### src/rtl/conv_ilv_pkg.sv
// Package of shared definitions for the convolutional interleaver.
// It holds the direction encoding and the helpers that size the arm index.
// Assumes: at least one branch.
package conv_ilv_pkg;

    typedef enum logic {
        DIR_SPREAD  = 1'b0,
        DIR_RESTORE = 1'b1
    } ilv_dir_e;

    // Width of an index that selects one of `count` branches (never below 1).
    function automatic int unsigned sel_width(input int unsigned count);
        return (count > 1) ? $clog2(count) : 1;
    endfunction

    // Length of physical delay line `idx` for a length step of `step`.
    function automatic int unsigned line_depth(input int unsigned idx,
                                               input int unsigned step);
        return idx * step;
    endfunction

endpackage

### src/rtl/ilv_commutator.sv
// Arm position counter shared by the input and output sides.
// It moves one branch forward on each `advance` pulse and wraps at the last branch.
// Assumes: BRANCHES >= 1; synchronous active-low reset parks the arm on branch 0.
module ilv_commutator #(
    parameter int unsigned BRANCHES = 4,
    localparam int unsigned SEL_W   = conv_ilv_pkg::sel_width(BRANCHES)
) (
    input  logic             clk,
    input  logic             rst_n,
    input  logic             advance,
    output logic [SEL_W-1:0] arm
);

    localparam logic [SEL_W-1:0] LAST_ARM = SEL_W'(BRANCHES - 1);

    // Step the arm on each valid symbol, wrapping after the last branch.
    always_ff @(posedge clk) begin
        if (!rst_n) begin
            arm <= '0;
        end else if (advance) begin
            arm <= (arm == LAST_ARM) ? '0 : arm + SEL_W'(1);
        end
    end

    AST_ARM_RANGE: assert property (@(posedge clk) disable iff (!rst_n)
        arm <= LAST_ARM);
    AST_ARM_WRAP: assert property (@(posedge clk) disable iff (!rst_n)
        (advance && arm == LAST_ARM) |=> arm == '0);
    AST_ARM_STEP: assert property (@(posedge clk) disable iff (!rst_n)
        (advance && arm != LAST_ARM) |=> arm == $past(arm) + SEL_W'(1));
    AST_ARM_HOLD: assert property (@(posedge clk) disable iff (!rst_n)
        !advance |=> $stable(arm));

endmodule

### src/rtl/ilv_delay_line.sv
// Fixed-length symbol shift register for one physical branch.
// It shifts only when enabled; `dout` is the oldest stored symbol.
// Assumes: DEPTH >= 1 (branches with zero delay are bypassed by the parent).
module ilv_delay_line #(
    parameter int unsigned WIDTH = 8,
    parameter int unsigned DEPTH = 2
) (
    input  logic             clk,
    input  logic             rst_n,
    input  logic             shift_en,
    input  logic [WIDTH-1:0] din,
    output logic [WIDTH-1:0] dout
);

    logic [WIDTH-1:0] stage [DEPTH];

    // Clear on reset; otherwise push a symbol in and age the rest by one place.
    always_ff @(posedge clk) begin
        if (!rst_n) begin
            for (int k = 0; k < int'(DEPTH); k++) stage[k] <= '0;
        end else if (shift_en) begin
            stage[0] <= din;
            for (int k = 1; k < int'(DEPTH); k++) stage[k] <= stage[k-1];
        end
    end

    assign dout = stage[DEPTH-1];

    AST_LINE_IDLE: assert property (@(posedge clk) disable iff (!rst_n)
        !shift_en |=> $stable(dout));

endmodule

### src/rtl/conv_interleaver.sv
// Convolutional interleaver/deinterleaver, top level.
// Physical line j has length j*STEP. The arm selects branch i; in spread mode
// branch i uses line i, in restore mode it uses line BRANCHES-1-i. The output
// is registered, so data appears one cycle after the valid input.
// Assumes: mode_deint is held constant between resets.
module conv_interleaver #(
    parameter int unsigned WIDTH    = 8,
    parameter int unsigned BRANCHES = 4,
    parameter int unsigned STEP     = 2
) (
    input  logic             clk,
    input  logic             rst_n,
    input  logic             mode_deint,
    input  logic             in_valid,
    input  logic [WIDTH-1:0] in_sym,
    output logic             out_valid,
    output logic [WIDTH-1:0] out_sym
);

    import conv_ilv_pkg::*;

    localparam int unsigned SEL_W = sel_width(BRANCHES);
    localparam logic [SEL_W-1:0] LAST_ARM = SEL_W'(BRANCHES - 1);

    ilv_dir_e          dir;
    logic [SEL_W-1:0]  arm;
    logic [SEL_W-1:0]  line_sel;
    logic [WIDTH-1:0]  tail [BRANCHES];
    logic [WIDTH-1:0]  picked;

    assign dir = ilv_dir_e'(mode_deint);

    ilv_commutator #(.BRANCHES(BRANCHES)) u_arm (
        .clk     (clk),
        .rst_n   (rst_n),
        .advance (in_valid),
        .arm     (arm)
    );

    // Map the arm branch to a physical line; restore mode reverses the order.
    always_comb begin
        line_sel = (dir == DIR_RESTORE) ? (LAST_ARM - arm) : arm;
    end

    for (genvar j = 0; j < int'(BRANCHES); j++) begin : g_line
        if (j == 0) begin : g_bypass
            assign tail[j] = in_sym;
        end else begin : g_delay
            ilv_delay_line #(
                .WIDTH (WIDTH),
                .DEPTH (line_depth(j, STEP))
            ) u_line (
                .clk      (clk),
                .rst_n    (rst_n),
                .shift_en (in_valid && (line_sel == SEL_W'(j))),
                .din      (in_sym),
                .dout     (tail[j])
            );
        end
    end

    // Output arm: pick the symbol leaving the selected line.
    always_comb begin
        picked = '0;
        for (int j = 0; j < int'(BRANCHES); j++) begin
            if (line_sel == SEL_W'(j)) picked = tail[j];
        end
    end

    // Output register: flag follows the input strobe, data held when idle.
    always_ff @(posedge clk) begin
        if (!rst_n) begin
            out_valid <= 1'b0;
            out_sym   <= '0;
        end else begin
            out_valid <= in_valid;
            if (in_valid) out_sym <= picked;
        end
    end

    AST_OUT_FOLLOWS: assert property (@(posedge clk) disable iff (!rst_n)
        in_valid |=> out_valid);
    AST_OUT_QUIET: assert property (@(posedge clk) disable iff (!rst_n)
        !in_valid |=> !out_valid);
    AST_OUT_HOLD: assert property (@(posedge clk) disable iff (!rst_n)
        !in_valid |=> $stable(out_sym));
    AST_BYPASS_LINE: assert property (@(posedge clk) disable iff (!rst_n)
        (in_valid && line_sel == '0) |=> out_sym == $past(in_sym));
    AST_RESET_CLEAR: assert property (@(posedge clk)
        !rst_n |=> (!out_valid && out_sym == '0));

endmodule

### config.mk
export PLATFORM = sky130hd
export DESIGN_NAME = conv_interleaver
export DESIGN_NICKNAME = d
export VERILOG_FILES = /design/src/rtl/conv_ilv_pkg.sv /design/src/rtl/ilv_commutator.sv /design/src/rtl/ilv_delay_line.sv /design/src/rtl/conv_interleaver.sv
export SDC_FILE = /design/constraint.sdc
export NUM_CORES = 1
export LEC_CHECK = 0
export CAP_MARGIN = 0
export CORE_MARGIN = 2
export CORE_UTILIZATION = 25
export DETAILED_ROUTE_END_ITERATION = 7
export SYNTH_ARGS = -nofsm -noshare
export SYNTH_HDL_FRONTEND = slang
export SYNTH_HIERARCHICAL = 1
export SYNTH_SLANG_ARGS = --single-unit
export TNS_END_PERCENT = 1
### constraint.sdc
create_clock -name clk -period 2.7 [get_ports clk]
set_input_delay 0.54 -clock clk [delete_from_list [all_inputs] [get_ports clk]]
set_output_delay 0.54 -clock clk [all_outputs]
set_load 0.01 [all_outputs]
==> impl_metrics.env <==
export IMPL_status="completed"
export IMPL_worst_pin_slew_ns=0.630
export IMPL_yosys_area_top_type="edfxtp_1"
export IMPL_grt_max_degree=51
export IMPL_p_leak_nw=2.23
export IMPL_path_class="in2reg"
export IMPL_drc=0
export IMPL_place_ws_ns=0.157
export IMPL_synth_seq_cells=107
export IMPL_fin_nets=368
export IMPL_clock_sinks=107
export IMPL_maxSlewViolCount=0
export IMPL_tritoncts="done"
export IMPL_start_util_pct=25.5
export IMPL_routed_wl_um=8780
export IMPL_synth_top_area_share_pct=60.3
export IMPL_io_buffers=20
export IMPL_async_reset_ff_share_pct=0
export IMPL_grt_setup_unrepaired="false"
export IMPL_cp_required_ns=2.73
export IMPL_hold_viol_final=0
export IMPL_synth_cell_types=45
export IMPL_fin_crit_sh_pct=81.6
export IMPL_post_cts_buffers=0
export IMPL_place_congestion=0.845
export IMPL_p_per_area_nw_per_um2=658
export IMPL_worstSetupEndpointType="register"
export IMPL_synth_edf_count=96
export IMPL_slowest_delay_ns=0.66
export IMPL_fin_tns_setup_ns=0
export IMPL_worstPathCellList="clkdlybuf4s50_1 > or3b_1 > a21oi_2 > nand2b_2 > buf_12"
export IMPL_cts_resized=0
export IMPL_synth_common_cells="edfxtp_1 (96), and3_1 (58), and3_2 (38)"
export IMPL_skew_ns=0.00597
export IMPL_cp_arrival_ns=2.23
export IMPL_critPathLaunchType="input pin"
export IMPL_place_area_um2=5150
export IMPL_synth_area_per_cell_um2=13.8
export IMPL_synth_area_top_cells="edfxtp_1 (60%), and3_1 (7.6%), and3_2 (6.0%)"
export IMPL_fillers=1903
export IMPL_place_inst=578
export IMPL_yosys_most_used_dff="edfxtp_1"
export IMPL_clk_pin_slew_ns=0.07
export IMPL_yosysSeqAreaShare_pct=64.9
export IMPL_grt_use_total_pct=9.11
export IMPL_rows=50
export IMPL_synth_most_common_cell="edfxtp_1"
export IMPL_fmax_mhz=454
export IMPL_numCtsBuffers=9
export IMPL_die_width_um=142
export IMPL_yosysWarnings=6
export IMPL_cap_violations=0
export IMPL_grt_pass1_wl_um=14000
export IMPL_synthesis_nets=359
export IMPL_drt_iter0_drc=209
export IMPL_die_height_um=142
export IMPL_cp_slowest_cell="clkdlybuf4s50_1"
export IMPL_layout_drive_gt1_share_pct=21.7
export IMPL_h_tree_depth=3
export IMPL_hp_class="reg2reg"
export IMPL_setup_ws_ns=0.496
export IMPL_cts_max_path_buffers=2
export IMPL_setup_violations=0
export IMPL_syn_instance_count=346
export IMPL_core_area_um2=18800
export IMPL_ctsHoldBuffers=0
export IMPL_cts_root_buf="clkbuf_16"
export IMPL_drtPass1Iterations=4
export IMPL_fin_cells=594
export IMPL_die_area_um2=20300
export IMPL_min_period_ns=2.20
export IMPL_wl_per_cell_um=14.8
export IMPL_syn_cell_area_um2=4780
export IMPL_vdd_drop_max_mv=0.270
export IMPL_pin_count=21
export IMPL_grt_pass1_vias=2694
export IMPL_slew_headroom_pct=58.0
export IMPL_area_delta_synth_final_pct=14.1
export IMPL_design_area_um2=5450
export IMPL_clock_latency_ns=0.34
export IMPL_num_vias=2762
export IMPL_viasPerCell=4.65
export IMPL_antenna_found_initial=1
export IMPL_hpwl_um=5810
export IMPL_critPathMaxFanout=48
export IMPL_antenna_cells=0
export IMPL_gr_total_overflow=0
export IMPL_ant_nets=0
power breakdown:
| part | internal [mW] | total, mW | switching, mW |
|---|---|---|---|
| registers | 1.91 | 1.95 | 0.0408 |
| clock network | 0.737 | 1.34 | 0.601 |
| logic | 0.125 | 0.300 | 0.175 |
kinds of logic (layout without fill, tap and decap cells):
group	Yosys count	in the layout	synth area share, %
adder cells (fa/ha/maj)	1	1	0.262
AO/OA/AOI/OAI	53	53	8.29
flip-flops	107	107	64.9
buffers and inverters	42	56	5.83
AND/OR/NAND/NOR	130	130	17.9
multiplexers	13	13	2.77
flip-flops by register name, indices dropped and copies added (netlist names):
name and flops:
out_valid 1, g_line.g_delay.u_line/stage 96, out_sym 8, u_arm/arm 2
per-stage QoR:
step,util [%],power [mW],hold WS (ns)
floorplan,-,2.18,0.508
global placement,27.4,2.28,0.485
detailed placement,27.4,2.29,0.473
CTS,29.1,3.63,0.494
global route,29.1,3.73,0.527
finish,29.1,3.59,0.487
path summary, 6_finish.rpt:
check                             startpoint                              endpoint  slack (ns)  cells after the start
worst max-delay path              mode_deint  g_line[3].g_delay.u_line/stage[2][3]        0.50                      5
worst min-delay path              out_sym[6]                            out_sym[6]        0.49                      1
worst max register to register  u_arm/arm[1]  g_line[3].g_delay.u_line/stage[2][3]        0.66                      5
worst min register to register    out_sym[6]                            out_sym[6]        0.49                      1
final cells by class:
cell class                 count  area [um^2]  share of cell area [%]
tap                          234          293                    5.37
clock buffer                   9          225                    4.13
timing repair buffer          34          325                    5.96
multi-input combinational    197         1400                    25.7
sequential                   107         3100                    56.9
clock inverter                 7         82.6                    1.51
inverter                       6         22.5                   0.413
metal layers:
metal	global-route usage (%)	up-vias	share of wire [%]
li1	-	1334	-
met1	11.9	1343	46
met2	13.8	63	46
met3	2.66	22	5.2
met4	4.64	0	2.9
met5	0	-	0
placed cells by master (no fill, tap or decap), types with 2 or more instances in the layout:
master	instances
o31a_1	5
and3_1	58
a22o_1	2
o22ai_1	6
nand2_1	2
o211ai_1	2
nand3b_1	2
o221ai_1	3
clkbuf_16	9
mux2i_1	11
and2_1	2
a221oi_1	5
nor3_1	5
inv_8	3
edfxtp_1	96
mux2_2	2
buf_4	12
nand2b_1	4
clkdlybuf4s50_1	19
o21a_1	6
clkinv_2	2
a221oi_2	2
and3_2	38
nor2b_1	10
o21ai_0	7
or3_1	2
inv_1	5
a21oi_1	8
buf_12	2
dfxtp_1	11
critical path, delay by kind of cell:
family	cells	cell delay (ns)
compound gates	1	0.16
simple gates	2	0.57
buf+inv	2	0.92
No activity file was read; power rests on OpenSTA's default activity.
